--- config.mk ---
export PLATFORM = sky130hd
export DESIGN_NAME = uart_hs_flow
export DESIGN_NICKNAME = d
export VERILOG_FILES = /design/src/rtl/uart_hs_pkg.sv /design/src/rtl/uart_hs_sync.sv /design/src/rtl/uart_hs_rts.sv /design/src/rtl/uart_hs_txgate.sv /design/src/rtl/uart_hs_flow.sv
export SDC_FILE = /design/constraint.sdc
export NUM_CORES = 1
export LEC_CHECK = 0
export ABC_AREA = 1
export BUFFER_PORTS_ARGS = -buffer_cell sky130_fd_sc_hd__buf_2
export CAP_MARGIN = 20
export CORE_MARGIN = 2
export CORE_UTILIZATION = 45
export DETAILED_ROUTE_END_ITERATION = 12
export GPL_ROUTABILITY_DRIVEN = 1
export PLACE_DENSITY = 0.78
export SYNTH_ARGS = -nofsm -noshare
export SYNTH_HDL_FRONTEND = slang
export SYNTH_SLANG_ARGS = --single-unit
--- constraint.sdc ---
create_clock -name clk_i -period 0.9 [get_ports clk_i]
set_input_delay 0.045 -clock clk_i [delete_from_list [all_inputs] [get_ports clk_i]]
set_output_delay 0.045 -clock clk_i [all_outputs]
set_load 0.1 [all_outputs]
--- src/rtl/uart_hs_pkg.sv ---
package uart_hs_pkg;
  localparam logic [2:0] FLOW_HW = 3'b001;
  localparam logic [2:0] PIN_ALT = 3'b010;
endpackage

--- src/rtl/uart_hs_sync.sv ---
module uart_hs_sync #(
  parameter int W = 2
) (
  input  logic         clk_i,
  input  logic         rst_ni,
  input  logic [W-1:0] d_i,
  output logic [W-1:0] q_o
);
  for (genvar g = 0; g < W; g++) begin : g_bit
    logic [1:0] ff_q;
    // reset to 0: peer reads as ready
    always_ff @(posedge clk_i or negedge rst_ni) begin
      if (!rst_ni) ff_q <= '0;
      else         ff_q <= {ff_q[0], d_i[g]};
    end
    assign q_o[g] = ff_q[1];
  end
endmodule

--- src/rtl/uart_hs_rts.sv ---
module uart_hs_rts #(
  parameter int LVL_W = 6
) (
  input  logic             clk_i,
  input  logic             rst_ni,
  input  logic             en_i,
  input  logic [LVL_W-1:0] level_i,
  input  logic [LVL_W-1:0] hi_i,
  input  logic [LVL_W-1:0] lo_i,
  output logic             stop_o,
  output logic             err_o
);
  logic valid;
  assign valid = lo_i < hi_i;
  assign err_o = ~valid;

  always_ff @(posedge clk_i or negedge rst_ni) begin
    if (!rst_ni)                  stop_o <= 1'b0;
    else if (!en_i || !valid)     stop_o <= 1'b0;
    else if (level_i >= hi_i)     stop_o <= 1'b1;
    else if (level_i <= lo_i)     stop_o <= 1'b0;
  end

  p_stop_at_hi_r2: assert property (@(posedge clk_i) disable iff (!rst_ni)
    en_i && valid && level_i >= hi_i |=> stop_o);
  p_go_at_lo_r3: assert property (@(posedge clk_i) disable iff (!rst_ni)
    level_i <= lo_i |=> !stop_o);
  p_off_mode_r8: assert property (@(posedge clk_i) disable iff (!rst_ni)
    !en_i |=> !stop_o);
  p_bad_thr_r9: assert property (@(posedge clk_i) disable iff (!rst_ni)
    !valid |=> !stop_o);
endmodule

--- src/rtl/uart_hs_txgate.sv ---
module uart_hs_txgate (
  input  logic clk_i,
  input  logic rst_ni,
  input  logic en_i,
  input  logic peer_off_i,
  input  logic busy_i,
  input  logic done_i,
  output logic hold_o
);
  logic boundary;
  assign boundary = ~busy_i | done_i;

  always_ff @(posedge clk_i or negedge rst_ni) begin
    if (!rst_ni)                     hold_o <= 1'b0;
    else if (!en_i || !peer_off_i)   hold_o <= 1'b0;
    else if (boundary)               hold_o <= 1'b1;
  end

  p_no_mid_char_r5: assert property (@(posedge clk_i) disable iff (!rst_ni)
    busy_i && !done_i && !hold_o |=> !hold_o);
  p_resume_r4: assert property (@(posedge clk_i) disable iff (!rst_ni)
    !peer_off_i |=> !hold_o);
  p_free_mode_r8: assert property (@(posedge clk_i) disable iff (!rst_ni)
    !en_i |=> !hold_o);
endmodule

--- src/rtl/uart_hs_flow.sv ---
module uart_hs_flow
  import uart_hs_pkg::*;
#(
  parameter int LVL_W = 6
) (
  input  logic             clk_i,
  input  logic             rst_ni,
  input  logic [2:0]       flow_mode_i,
  input  logic [2:0]       pin_mode_i,
  input  logic [LVL_W-1:0] rx_level_i,
  input  logic [LVL_W-1:0] rts_hi_i,
  input  logic [LVL_W-1:0] rts_lo_i,
  input  logic [LVL_W-1:0] rx_trig_i,
  input  logic             cts_ni,
  input  logic             dsr_ni,
  input  logic             tx_busy_i,
  input  logic             tx_char_done_i,
  output logic             rts_no,
  output logic             dtr_no,
  output logic             tx_en_o,
  output logic             rx_irq_o,
  output logic             thr_err_o
);
  logic       hw_en, alt_pins, peer_off, stop, hold;
  logic [1:0] pins_s;

  assign hw_en    = flow_mode_i == FLOW_HW;
  assign alt_pins = pin_mode_i == PIN_ALT;

  uart_hs_sync #(.W(2)) u_sync (
    .clk_i (clk_i),
    .rst_ni(rst_ni),
    .d_i   ({dsr_ni, cts_ni}),
    .q_o   (pins_s)
  );

  assign peer_off = alt_pins ? pins_s[1] : pins_s[0];

  uart_hs_rts #(.LVL_W(LVL_W)) u_rts (
    .clk_i  (clk_i),
    .rst_ni (rst_ni),
    .en_i   (hw_en),
    .level_i(rx_level_i),
    .hi_i   (rts_hi_i),
    .lo_i   (rts_lo_i),
    .stop_o (stop),
    .err_o  (thr_err_o)
  );

  uart_hs_txgate u_gate (
    .clk_i     (clk_i),
    .rst_ni    (rst_ni),
    .en_i      (hw_en),
    .peer_off_i(peer_off),
    .busy_i    (tx_busy_i),
    .done_i    (tx_char_done_i),
    .hold_o    (hold)
  );

  // unused request pin parks inactive (high)
  assign rts_no  = alt_pins ? 1'b1 : stop;
  assign dtr_no  = alt_pins ? stop : 1'b1;
  assign tx_en_o = ~hold;

  always_ff @(posedge clk_i or negedge rst_ni) begin
    if (!rst_ni) rx_irq_o <= 1'b0;
    else         rx_irq_o <= rx_level_i >= rx_trig_i;
  end

  p_irq_r6: assert property (@(posedge clk_i) disable iff (!rst_ni)
    rx_level_i >= rx_trig_i |=> rx_irq_o);
  p_pin_park_r7: assert property (@(posedge clk_i) disable iff (!rst_ni)
    rts_no || dtr_no);
endmodule

After elaboration in Yosys (flattened, before gate mapping)
Cells that the tools add are included.
- register bits: 7
- input bits: 36
- output and inout bits: 5
- word-level logic and storage cells: 30
- $lt $le $gt $ge: 4
- equal/unequal tests: 2
- muxes and demuxes: 8
- bitwise gates (word level): 4
- reductions and logical operators: 7
- operators with widths (kind ; count):
    $ge A6 B6 Y1 ; 2
    $mux W1 ; 8
    $le A6 B6 Y1 ; 1
    $lt A6 B6 Y1 ; 1
    $eq A3 B1 Y1 const B ; 1
    $eq A3 B2 Y1 const B ; 1
    $logic_not A1 Y1 ; 3
    $not A1 Y1 ; 3
    $reduce_bool A3 Y1 ; 1
    $logic_or A1 B1 Y1 ; 2
    $reduce_bool A2 Y1 ; 1
    $or A1 B1 Y1 ; 1

Depth between registers and ports, before layout
- word-level depth: 5
- depth in mapped cells: 9

By module
Synthesis repeated with hierarchy kept, for this count alone.
- cells, all modules: 140
- area, all modules: 924.6 um2
- modules (own cells, without submodules) (module ; instances ; cells an instance ; area an instance (um2) ; seq. area each (um2)):
    uart_hs_rts ; 1 ; 82 ; 503.0 ; 25.0
    uart_hs_flow ; 1 ; 44 ; 249.0 ; 25.0
    uart_hs_sync ; 1 ; 6 ; 115.1 ; 100.1
    uart_hs_txgate ; 1 ; 8 ; 57.6 ; 25.0

Worst setup path after synthesis
OpenSTA, ideal clock, no wires.
- path type: in2out
- start: input rts_hi_i[5]
- end: output thr_err_o
- arrival time: 1.228 ns
- required time: 0.855 ns
- slack: -0.373 ns
- stages: 6
- path buffers: 0
- cell sequence: inv_1 > ha_1 > nand2_1 > a21oi_1 > nor2_1 > nand2_1
- longest elaborated chain between the ends: 2
- ends and longest elaborated chain (item ; RTL line ; source):
    from (decl) ; uart_hs_flow.sv:11 ; input logic [LVL_W-1:0] rts_hi_i,
    $lt A6 B6 Y1 ; uart_hs_rts.sv:14 ; assign valid = lo_i < hi_i;
    $not A1 Y1 ; uart_hs_rts.sv:15 ; assign err_o = ~valid;
    to (decl) ; uart_hs_flow.sv:22 ; output logic thr_err_o
Every way passes these cells.

Worst setup path after layout
- start: input rts_lo_i[3]
- end: output thr_err_o
- longest elaborated chain between the ends: 2
- ends and longest elaborated chain (item ; RTL line ; source):
    from (decl) ; uart_hs_flow.sv:12 ; input logic [LVL_W-1:0] rts_lo_i,
    $lt A6 B6 Y1 ; uart_hs_rts.sv:14 ;
    $not A1 Y1 ; uart_hs_rts.sv:15 ;
Every way passes these cells.

==> metrics.md <==
| Metric | Value |
|---|---|
| Status | finished, violations left |
| Violated checks | setup timing |
| Die W | approximately 47 um |
| DR WL/cell | 10.2 um |
| Placed insts | 187 |
| Starting DRC count in detailed routing | 6 |
| Final Cycle Share | 113% |
| Grt ovf | 0 |
| Mapped cell area | 848 sq um |
| Worst setup slack after layout | -0.117 ns |
| Port bufs | 40 |
| Core Region | 1750 sq um |
| R2R Setup Slk | -0.01 ns |
| Post-DRT Antenna Nets | 0 |
| Clock buffer depth | 2 |
| Crit-path leading delay family | buffers and inverters |
| Nets | 233 |
| GP Congestion | 0.786 |
| Syn Inst Count | between 100 and 150 |
| Slew Viols, Final | 0 |
| Cts bufs inserted | 3 |
| Fill cells | 129 |
| Syn nets | 181 |
| Leak | 0.780 nW |
| Die ar. | 2250 sq um |
| Global-route wire length before repair | 3230 um |
| FMAX | 983 MHz |
| Slowest cell on crit path | ha_4 |
| RR Endpoint | u_rts.stop_o$_DFFE_PN0P_ |
| P_int | a little under 0.8 mW |
| Layout cells sized above 1 | a little under two fifths |
| Total power | approximately 1.3 mW |
| Antenna cell count | 0 |
| # Max-Cap Violations | 0 |
| Last element of the critical path | thr_err_o |
| Clock sink count | 7 |
| Arrival time at the worst endpoint | 0.97 ns |
| Hold_ws | 0.0790 ns |
| Area delta synth->final | 57.7% |
| Worst path buffer plus inverter count | 2 |
| GRT Total Usage | 20.7% |
| Seq pwr share | 27.2% |
| Switch share | approximately two fifths |
| Post-DP Area | 1180 sq um |
| Clock Skews | 0.000537 ns |
| Crit path max fanout | 2 |
| CP Launch Type | primary input |
| Vias in the first global route | 873 |
| Tightest Pin Transition | between 0.2 and 0.3 ns |
| R2R cell count | 5 |
| Final setup fails | 5 |
| Post-DP HPWL | about 1700 um |
| YS warnings | 0 |
| Critical Path Max Stage Delay | 0.26 ns |
| Worst slew margin | 81.6% |
| Pre-antenna DRT Iters | 4 |
| CP Class | in2out |
| Register area share after synthesis | 20.6% |
| Unique masters post-synth | 14 |
| Multi-input combinational cell area | 628 sq um |
| Final hold violation count | 0 |
| Register area | 176 sq um |
| Max VDD drop | around 0.87 mV |
| Min Tclk post-route | a little over 1 ns |
| FF-to-FF Start | u_rts.stop_o$_DFFE_PN0P_ |
| Root Buffer | clkbuf_4 |
| Crit. End Element | output port |
| Row cnt | 15 |
| CTS tree | yes |
| Worst hold-check path type | in2reg |
| Vias/cell | 4.64 |
| WP data required | 0.85 ns |
| Pwr Density | 942 nW/um^2 |
| DIE HEIGHT | between 40 and 50 um |
| Critical-path cell list | buf_2 > ha_4 > nand2_1 > a21oi_2 > nor2_4 > nand2_4 > buf_12 |
| Final Instance Area | 1340 sq um |
| Num ports | 41 |
| DRT Wirelength | 2010 um |
| Initial Utilization | 48.6% |
| Largest net degree at the start of global routing | 8 |
| Antenna violations before repair | 0 |
| Synth Register Bits | 7 |
| Clock power share | 22.3% |
| Clk_lat worst skew | 0.25 ns |
| Most frequent cells in the layout | 34 x buf_2, 29 x inv_1, 26 x nand2_1 |
| Crit path depth | 7 |
| Synth Area per Inst | 6.95 sq um |
| Switch Pwr | 0.486 mW |
| DR DRC count | 0 |
| Combinational power share | 50.5% |
| Post-route insts no fill | 198 |
| Unrepaired setup endpoints after global routing | true |
| Worst Setup SP | rts_lo_i[3] |
| Htree depth | 1 |
| CTS clk-pin slew, worst paths | about 0.050 ns |
| Commonest non-fill, non-tap cell in the layout | buf_2 |
| Total vias in the final route | ~920 |
Yosys cell counts (all sizes together):
cell | number | area share (%)
inv | 34 | 15
nand2 | 30 | 13
ha | 23 | 34
a21oi | 8 | 4.7
nor2 | 8 | 3.8
dfrtp | 7 | 21
nand3 | 4 | 2.4
o211ai | 2 | 1.8
o21ai | 2 | 1.2
a21boi | 1 | 0.89
a21o | 1 | 0.89
nor3 | 1 | 0.59
nor3b | 1 | 0.89
layout make-up:
type / count / share of cell area, %
multi-input combinational: 81 / 47.0
timing repair buffer: 47 / 25.5
sequential: 7 / 13.2
inverter: 34 / 10.0
tap: 25 / 2.34
clock buffer: 4 / 1.96
cells by family (layout without fill, tap and decap cells):
family	Yosys count	after routing	share of synthesized area [%]
buffers and inverters	34	85	15.0
AO/OA/AOI/OAI	14	14	9.44
AND/OR/NAND/NOR	44	44	20.9
adder cells (fa/ha/maj)	23	23	33.9
flip-flops	7	7	20.6
stage by stage:
stage | worst slack, ns | utilization, % | TNS, ns
finish | -0.117 | 76.6 | -0.397
global route | -0.188 | 76.6 | -0.698
CTS | -0.119 | 75.5 | -0.390
detailed placement | -0.195 | 67.9 | -0.509
global placement | -0.153 | 67.9 | -0.378
floorplan | 0.00147 | - | 0
power groups by stage:
stage | clock network (mW) | registers [mW] | logic [mW]
after global routing | 0.310 | 0.344 | 0.712
final | 0.281 | 0.343 | 0.636
after global placement | 0 | 0.347 | 0.555
after floorplan | 0 | 0.387 | 0.310
after CTS | 0.288 | 0.344 | 0.628
after detailed placement | 0 | 0.349 | 0.578
flip-flops by register name, indices dropped and copies added, names as in the netlist:
name / flops
rx_irq_o: 1
u_rts.stop_o: 1
u_sync.g_bit.ff_q: 4
u_gate.hold_o: 1
worst min-delay path by stage:
stage / start / endpoint / slack [ns] / cells after the start
5_1_grt: flow_mode_i[2] / u_rts.stop_o$_DFFE_PN0P_ / 0.11 / 4
6_report: tx_busy_i / u_gate.hold_o$_DFFE_PN0P_ / 0.08 / 4
2_1_floorplan: rst_ni / rx_irq_o$_DFF_PN0_ / -0.25 / 0
4_1_cts: flow_mode_i[2] / u_rts.stop_o$_DFFE_PN0P_ / 0.08 / 4
3_5_place_dp: rst_ni / u_sync.g_bit[0].ff_q[0]$_DFF_PN0_ / -0.12 / 1
3_3_place_gp: rst_ni / u_gate.hold_o$_DFFE_PN0P_ / -0.12 / 1
worst register-to-register path: stages, from the launching register on:
cell and delay (ns):
dfrtp_1 0.33, inv_2 0.06, buf_4 0.13, a21oi_2 0.11, nand2_1 0.08, a21oi_1 0.13
what timing repair did:
action,in CTS,in global routing
endpoints found under the setup margin,4,7
hold buffers,3,0
pin swaps,14,6
resized for setup,13,3
buffers inserted,3,1
hold endpoints to repair,9,0
routing by layer:
metal | part of all wire, % | global-route usage, % | vias to the layer above | wire length (um)
met3 | 5.1 | 4.53 | 6 | 103
met2 | 52 | 37.3 | 29 | 1040
met4 | 2.1 | 10.0 | 0 | 42
met5 | 0 | 0 | - | 0
li1 | - | - | 481 | -
met1 | 41 | 23.0 | 402 | 822
Note: power is estimated with default switching activity, not from simulation.
